[config.mk]
export PLATFORM = sky130hd
export DESIGN_NAME = bus_sizer_w2b
export DESIGN_NICKNAME = d
export VERILOG_FILES = /design/src/rtl/sizer_pkg.sv /design/src/rtl/sz_lane_pick.sv /design/src/rtl/sz_ctrl.sv /design/src/rtl/sz_lane_pack.sv /design/src/rtl/bus_sizer_w2b.sv
export SDC_FILE = /design/constraint.sdc
export NUM_CORES = 1
export LEC_CHECK = 0
export BUFFER_PORTS_ARGS = -buffer_cell sky130_fd_sc_hd__buf_2
export CORE_MARGIN = 2
export CORE_UTILIZATION = 53
export DETAILED_ROUTE_END_ITERATION = 8
export PLACE_DENSITY = 0.92
export SYNTH_ARGS = -nofsm -noshare
export SYNTH_HDL_FRONTEND = slang
export SYNTH_SLANG_ARGS = --single-unit
[constraint.sdc]
create_clock -name clk -period 1.9 [get_ports clk]
set_input_delay 0.38 -clock clk [delete_from_list [all_inputs] [get_ports clk]]
set_output_delay 0.38 -clock clk [all_outputs]
set_load 0.02 [all_outputs]
[src/rtl/sizer_pkg.sv]
package sizer_pkg;
   typedef enum logic [1:0] {
      ST_IDLE  = 2'd0,
      ST_ISSUE = 2'd1,
      ST_CAPT  = 2'd2,
      ST_DONE  = 2'd3
   } sz_state_e;
endpackage

[src/rtl/sz_lane_pick.sv]
module sz_lane_pick #(
   parameter int LANES  = 4,
   parameter int LSEL_W = 2
) (
   input  logic [LANES-1:0]  mask_i,
   output logic [LSEL_W-1:0] lane_o
);
   // lowest pending lane wins: scan downwards so the last hit is the lowest
   always_comb begin
      lane_o = '0;
      for (int i = LANES - 1; i >= 0; i--) begin
         if (mask_i[i]) lane_o = LSEL_W'(i);
      end
   end
endmodule

[src/rtl/sz_ctrl.sv]
module sz_ctrl
   import sizer_pkg::*;
#(
   parameter int M_AW   = 12,
   parameter int LANES  = 4,
   parameter int LSEL_W = 2
) (
   input  logic              clk,
   input  logic              rst_n,
   input  logic              m_req,
   input  logic              m_we,
   input  logic [M_AW-1:0]   m_addr,
   input  logic [LANES-1:0]  m_be,
   input  logic [LSEL_W-1:0] lane_i,
   output logic [LANES-1:0]  pend_o,
   output logic [M_AW-1:0]   addr_o,
   output logic              load_o,
   output logic              capt_o,
   output logic              done_o,
   output logic              s_rd_o,
   output logic              s_wr_o,
   output logic              m_wait_o
);
   sz_state_e        state_q, state_n;
   logic [LANES-1:0] pend_q, pend_n, lane_bit, pend_left;
   logic             we_q;
   logic [M_AW-1:0]  addr_q;
   logic             any_be;

   assign any_be    = |m_be;
   assign lane_bit  = LANES'(1) << lane_i;
   assign pend_left = pend_q & ~lane_bit;

   always_comb begin
      state_n = state_q;
      pend_n  = pend_q;
      load_o  = 1'b0;
      unique case (state_q)
         ST_IDLE: begin
            if (m_req && any_be) begin
               load_o  = 1'b1;
               pend_n  = m_be;
               state_n = ST_ISSUE;
            end
         end
         ST_ISSUE: begin
            if (we_q) begin
               pend_n  = pend_left;
               state_n = (|pend_left) ? ST_ISSUE : ST_DONE;
            end else begin
               state_n = ST_CAPT;
            end
         end
         ST_CAPT: begin
            pend_n  = pend_left;
            state_n = (|pend_left) ? ST_ISSUE : ST_DONE;
         end
         ST_DONE: state_n = ST_IDLE;
         default: state_n = ST_IDLE;
      endcase
   end

   always_ff @(posedge clk or negedge rst_n) begin
      if (!rst_n) begin
         state_q <= ST_IDLE;
         pend_q  <= '0;
         we_q    <= 1'b0;
         addr_q  <= '0;
      end else begin
         state_q <= state_n;
         pend_q  <= pend_n;
         if (load_o) begin
            we_q   <= m_we;
            addr_q <= m_addr;
         end
      end
   end

   assign pend_o   = pend_q;
   assign addr_o   = addr_q;
   assign capt_o   = (state_q == ST_CAPT);
   assign done_o   = (state_q == ST_DONE);
   assign s_rd_o   = (state_q == ST_ISSUE) && !we_q;
   assign s_wr_o   = (state_q == ST_ISSUE) && we_q;
   assign m_wait_o = (state_q == ST_IDLE) ? (m_req && any_be) : (state_q != ST_DONE);
endmodule

[src/rtl/sz_lane_pack.sv]
module sz_lane_pack #(
   parameter int DATA_W = 32,
   parameter int SLV_W  = 8,
   parameter int LANES  = 4,
   parameter int LSEL_W = 2
) (
   input  logic              clk,
   input  logic              rst_n,
   input  logic              load_i,
   input  logic              capt_i,
   input  logic              done_i,
   input  logic [LSEL_W-1:0] lane_i,
   input  logic [DATA_W-1:0] m_wdata_i,
   input  logic [SLV_W-1:0]  s_rdata_i,
   output logic [SLV_W-1:0]  s_wdata_o,
   output logic [DATA_W-1:0] m_rdata_o
);
   logic [DATA_W-1:0] wdata_q;
   logic [SLV_W-1:0]  acc_q   [LANES];
   logic [SLV_W-1:0]  wslice  [LANES];

   always_ff @(posedge clk or negedge rst_n) begin
      if (!rst_n) begin
         wdata_q <= '0;
         for (int i = 0; i < LANES; i++) acc_q[i] <= '0;
      end else begin
         if (load_i) wdata_q <= m_wdata_i;
         for (int i = 0; i < LANES; i++) begin
            if (load_i) acc_q[i] <= '0;
            else if (capt_i && (lane_i == LSEL_W'(i))) acc_q[i] <= s_rdata_i;
         end
      end
   end

   for (genvar g = 0; g < LANES; g++) begin : g_lane
      assign wslice[g] = wdata_q[g*SLV_W +: SLV_W];
      assign m_rdata_o[g*SLV_W +: SLV_W] = done_i ? acc_q[g] : '0;
   end

   assign s_wdata_o = wslice[lane_i];
endmodule

[src/rtl/bus_sizer_w2b.sv]
module bus_sizer_w2b #(
   parameter int M_AW   = 12,
   parameter int DATA_W = 32,
   parameter int SLV_W  = 8,
   localparam int LANES  = DATA_W / SLV_W,
   localparam int LSEL_W = $clog2(LANES),
   localparam int S_AW   = M_AW + LSEL_W
) (
   input  logic              clk,
   input  logic              rst_n,
   input  logic              m_req,
   input  logic              m_we,
   input  logic [M_AW-1:0]   m_addr,
   input  logic [LANES-1:0]  m_be,
   input  logic [DATA_W-1:0] m_wdata,
   output logic              m_wait,
   output logic [DATA_W-1:0] m_rdata,
   output logic [S_AW-1:0]   s_addr,
   output logic              s_rd,
   output logic              s_wr,
   output logic [SLV_W-1:0]  s_wdata,
   input  logic [SLV_W-1:0]  s_rdata
);
   if (SLV_W * LANES != DATA_W) begin : g_bad_ratio
      $error("DATA_W must be a whole multiple of SLV_W");
   end
   if ((1 << LSEL_W) != LANES || LANES < 2) begin : g_bad_lanes
      $error("lane count must be a power of two of at least 2");
   end

   logic [LANES-1:0]  pend;
   logic [LSEL_W-1:0] lane;
   logic [M_AW-1:0]   addr_q;
   logic              load, capt, done;

   sz_lane_pick #(.LANES(LANES), .LSEL_W(LSEL_W)) pick_i (
      .mask_i (pend),
      .lane_o (lane)
   );

   sz_ctrl #(.M_AW(M_AW), .LANES(LANES), .LSEL_W(LSEL_W)) ctrl_i (
      .clk      (clk),
      .rst_n    (rst_n),
      .m_req    (m_req),
      .m_we     (m_we),
      .m_addr   (m_addr),
      .m_be     (m_be),
      .lane_i   (lane),
      .pend_o   (pend),
      .addr_o   (addr_q),
      .load_o   (load),
      .capt_o   (capt),
      .done_o   (done),
      .s_rd_o   (s_rd),
      .s_wr_o   (s_wr),
      .m_wait_o (m_wait)
   );

   sz_lane_pack #(.DATA_W(DATA_W), .SLV_W(SLV_W), .LANES(LANES), .LSEL_W(LSEL_W)) pack_i (
      .clk       (clk),
      .rst_n     (rst_n),
      .load_i    (load),
      .capt_i    (capt),
      .done_i    (done),
      .lane_i    (lane),
      .m_wdata_i (m_wdata),
      .s_rdata_i (s_rdata),
      .s_wdata_o (s_wdata),
      .m_rdata_o (m_rdata)
   );

   assign s_addr = {addr_q, lane};
endmodule

==> impl_results.md <==
* CTS Buffer Depth at 2
* Root Buffer: clkbuf_8
* DR vias at 3448
* Clock Skews at 0.01175 ns
* Setup crit start kind: flip-flop
* GRT Util Overall at 0.2574
* Nets at 563
* Comb pwr share at 0.513
* Avg Inst Size Synth at 12.02 um^2
* Mapped Cells at 354
* HP Class: in2reg
* Fillers at 462
* WL met1 at 4.568 mm
* Initial antenna violation count at 0
* Psw at 3.651 mW
* DR pass1 iterations at 4
* Static leakage at 2.871 nW
* Final setup margin at -0.07524 ns
* Synth top area share at 0.4882
* Area growth syn-to-layout at 40.32%
* Setup_tns at -0.7100 ns
* # rows at 32
* Core Box Area at 7767 um^2
* Final Max Tran Viols at 0
* Wirelength, routed at 11.58 mm
* Maximum vdd drop at 1.210 mV
* Max Cap Viol at 0
* Drt drc at 0
* Top Layer Used: met4
* Failing checks: setup timing
* Fin crit period at 1.975 ns
* Clock transition at path regs at 0.09 ns
* Mapped Area at 4254 um^2
* Post-synth ARST share at 1.000
* Initial Util at 0.5477
* Post-synth EDFFs at 0
* Clock power share at 0.168
* Ant diodes at 0
* Req. time, crit path at 1.52 ns
* Power density of the placed cells at 1617 nW/um^2
* Worst EP arrival at 1.60 ns
* Fin util at 0.7685
* Post-DP HPWL at 7.283 mm
* DRT iter0 DRCs at 197
* Crit Path Max Fanout at 11
* Worst skew pair latency at 0.37 ns
* Outcome: complete, but fails checks
* Slew margin rel. at 0.7161
* Switching share of power at 0.3782
* Io pins at 117
* WHS at 0.2314 ns
* Vias in the first global route at 3471
* Routed Antenna Nets at 0
* H-tree levels at 3
* Chip Width at 93.59 um
* Measured slew at the worst slew-check pin at 0.4152 ns
* Ys Warns at 0
* CTS buffer count at 9
* Clk sinks at 83
* RD Place Congestion at 0.9168
* I/O Buffers at 116
* Fin. Hold Viols at 0
* Main flop type after synthesis: dfrtp_1
* CP Capture Type: output port
* Critical Path Slowest Stage Cell: dfrtp_2
* Setup repair after global routing missed its margin: yes
* Synth unique cells at 44
* Setup violations, final at 27
* First-pass GRT wire length at 17.26 mm
* Area leader, netlist: dfrtp_1
* Syn Nets at 420
* Wire length per cell at 19.17 um
* Via density at 5.709
* Sequential share of the synthesized area at 0.4882
* Synth Register Bits at 83
* WL met2 at 5.980 mm
* Post-Place Cells at 570
* GR Overflow Total at 0
* Largest net degree at the start of global routing at 50
* Int Pwr at 6.002 mW
* Routed wl met3 at 687 um
* Die height at 93.59 um
* Critical path, cell by cell: buf_4 > nor3_1 > buf_2
* Kind of critical path: reg2out
* Top post-synthesis cells by area: dfrtp_1 49%, mux2_4 16%, and2_1 5.0%, mux2i_1 3.8%, o21ai_0 2.9%
* DIE AREA at 8759 um^2
* Post-Layout Cell Count at 604
* F_max at 506.3 MHz
* CTS tree: yes
* Final period util at 1.040
* Layout cells sized above 1 at 0.5657
* CP peak stage delay at 0.47 ns
* Sequential share of power at 0.319
## layout make-up
class	instances	area (um^2)	area share
multi-input cells	237	2228	0.3733
well taps	102	127.6	0.02138
clock inverters	5	106.4	0.01782
inverters	6	23.77	0.003982
repair buffers	160	1252	0.2098
clock buffers	11	151.4	0.02536
flip-flops and latches	83	2079	0.3484
## worst paths after layout
path | from | to | slack (ns) | cells past startpoint
worst max-delay path | ctrl_i.pend_o[1] | s_addr[1] | -0.08 | 3
worst max register to register | ctrl_i.pend_o[2] | pack_i.acc_q[0] | 0.03 | 5
max in group asynchronous | rst_n | ctrl_i.pend_o[1] | 0.73 | 3
min in group asynchronous | rst_n | ctrl_i.addr_o[9] | 0.53 | 2
worst min register to register | ctrl_i.addr_o[8] | ctrl_i.addr_o[8] | 0.52 | 1
worst min-delay path | m_addr[1] | ctrl_i.addr_o[1] | 0.23 | 2
## layout by cell type, fill, tap and decap left out, drive strengths merged, types with 3 or more instances in the layout
cell     instances
dfrtp           83
inv              6
a2111oi          3
clkbuf          13
and2            34
nor2            22
mux2i           16
bufinv           3
a221oi           8
nand3           16
o211ai           8
mux2            46
nor2b            4
o21ai           25
a21oi           16
buf            157
ha               6
o21bai           9
## power groups by stage
stage                     combinational (mW)  sequential, mW  clock [mW]
after floorplan                         2.75            2.98           0
after global placement                  3.81            2.94           0
after detailed placement                3.96            2.98           0
after CTS                               4.57            3.02        1.63
after global routing                    5.29            3.14        1.70
final                                   4.95            3.08        1.62
## flip-flops by register name (all words and copies together) (netlist names)
signal	count
ctrl_i.addr_o	12
ctrl_i.pend_o	4
ctrl_i.state_q	2
ctrl_i.we_q	1
pack_i.acc_q	32
pack_i.wdata_q	32
## logic make-up after synthesis
kind of cell             after synthesis  synth area share
AO/OA/AOI/OAI                         82            0.1329
adder cells (fa/ha/maj)                7           0.02000
buffers and inverters                 34           0.04500
flip-flops                            83            0.4882
multiplexers                          62            0.1982
AND/OR/NAND/NOR                       86            0.1156
## per-stage QoR
stage | setup WS, ns | cell area (um^2) | power (mW)
after CTS | -0.06361 | 5534 | 9.217
after global placement | 0.09050 | 5010 | 6.746
final | -0.07524 | 5969 | 9.653
after floorplan | 0.004767 | 4254 | 5.730
after global routing | -0.1347 | 5969 | 10.14
after detailed placement | -0.02693 | 5010 | 6.943
## routing by layer
| metal | track usage | vias to the layer above |
|---|---|---|
| met1 | 0.3228 | 1698 |
| met4 | 0.1220 | 0 |
| met3 | 0.04996 | 33 |
| met2 | 0.4299 | 163 |
| li1 | - | 1554 |
| met5 | 0 | - |
## synth_stat cells (3+ instances only)
cell        n
a2111oi_0   3
a21oi_1    16
a221oi_1    8
and2_1     34
buf_6       8
clkbuf_1   15
dfrtp_1    83
ha_1        6
inv_1       5
mux2_4     44
mux2i_1    16
nand3_1    16
nor2_1     21
nor2b_1     4
o211ai_1    8
o21ai_0    25
o21bai_1    9
## timing repair
action	CTS	global route
setup endpoints to repair	76	75
gates resized for setup	64	110
cloned	2	2
hold buffers	1	0
pin swaps	11	1
endpoints found under the hold margin	34	0
setup buffers	7	6
## worst max-delay path: cells and delay by family (launching register included)
kind | cells | cell delay (ns)
and+or+nand+nor | 1 | 0.31
buffers and inverters | 2 | 0.45
DFF | 1 | 0.47
No activity file was read; power rests on OpenSTA's default activity.
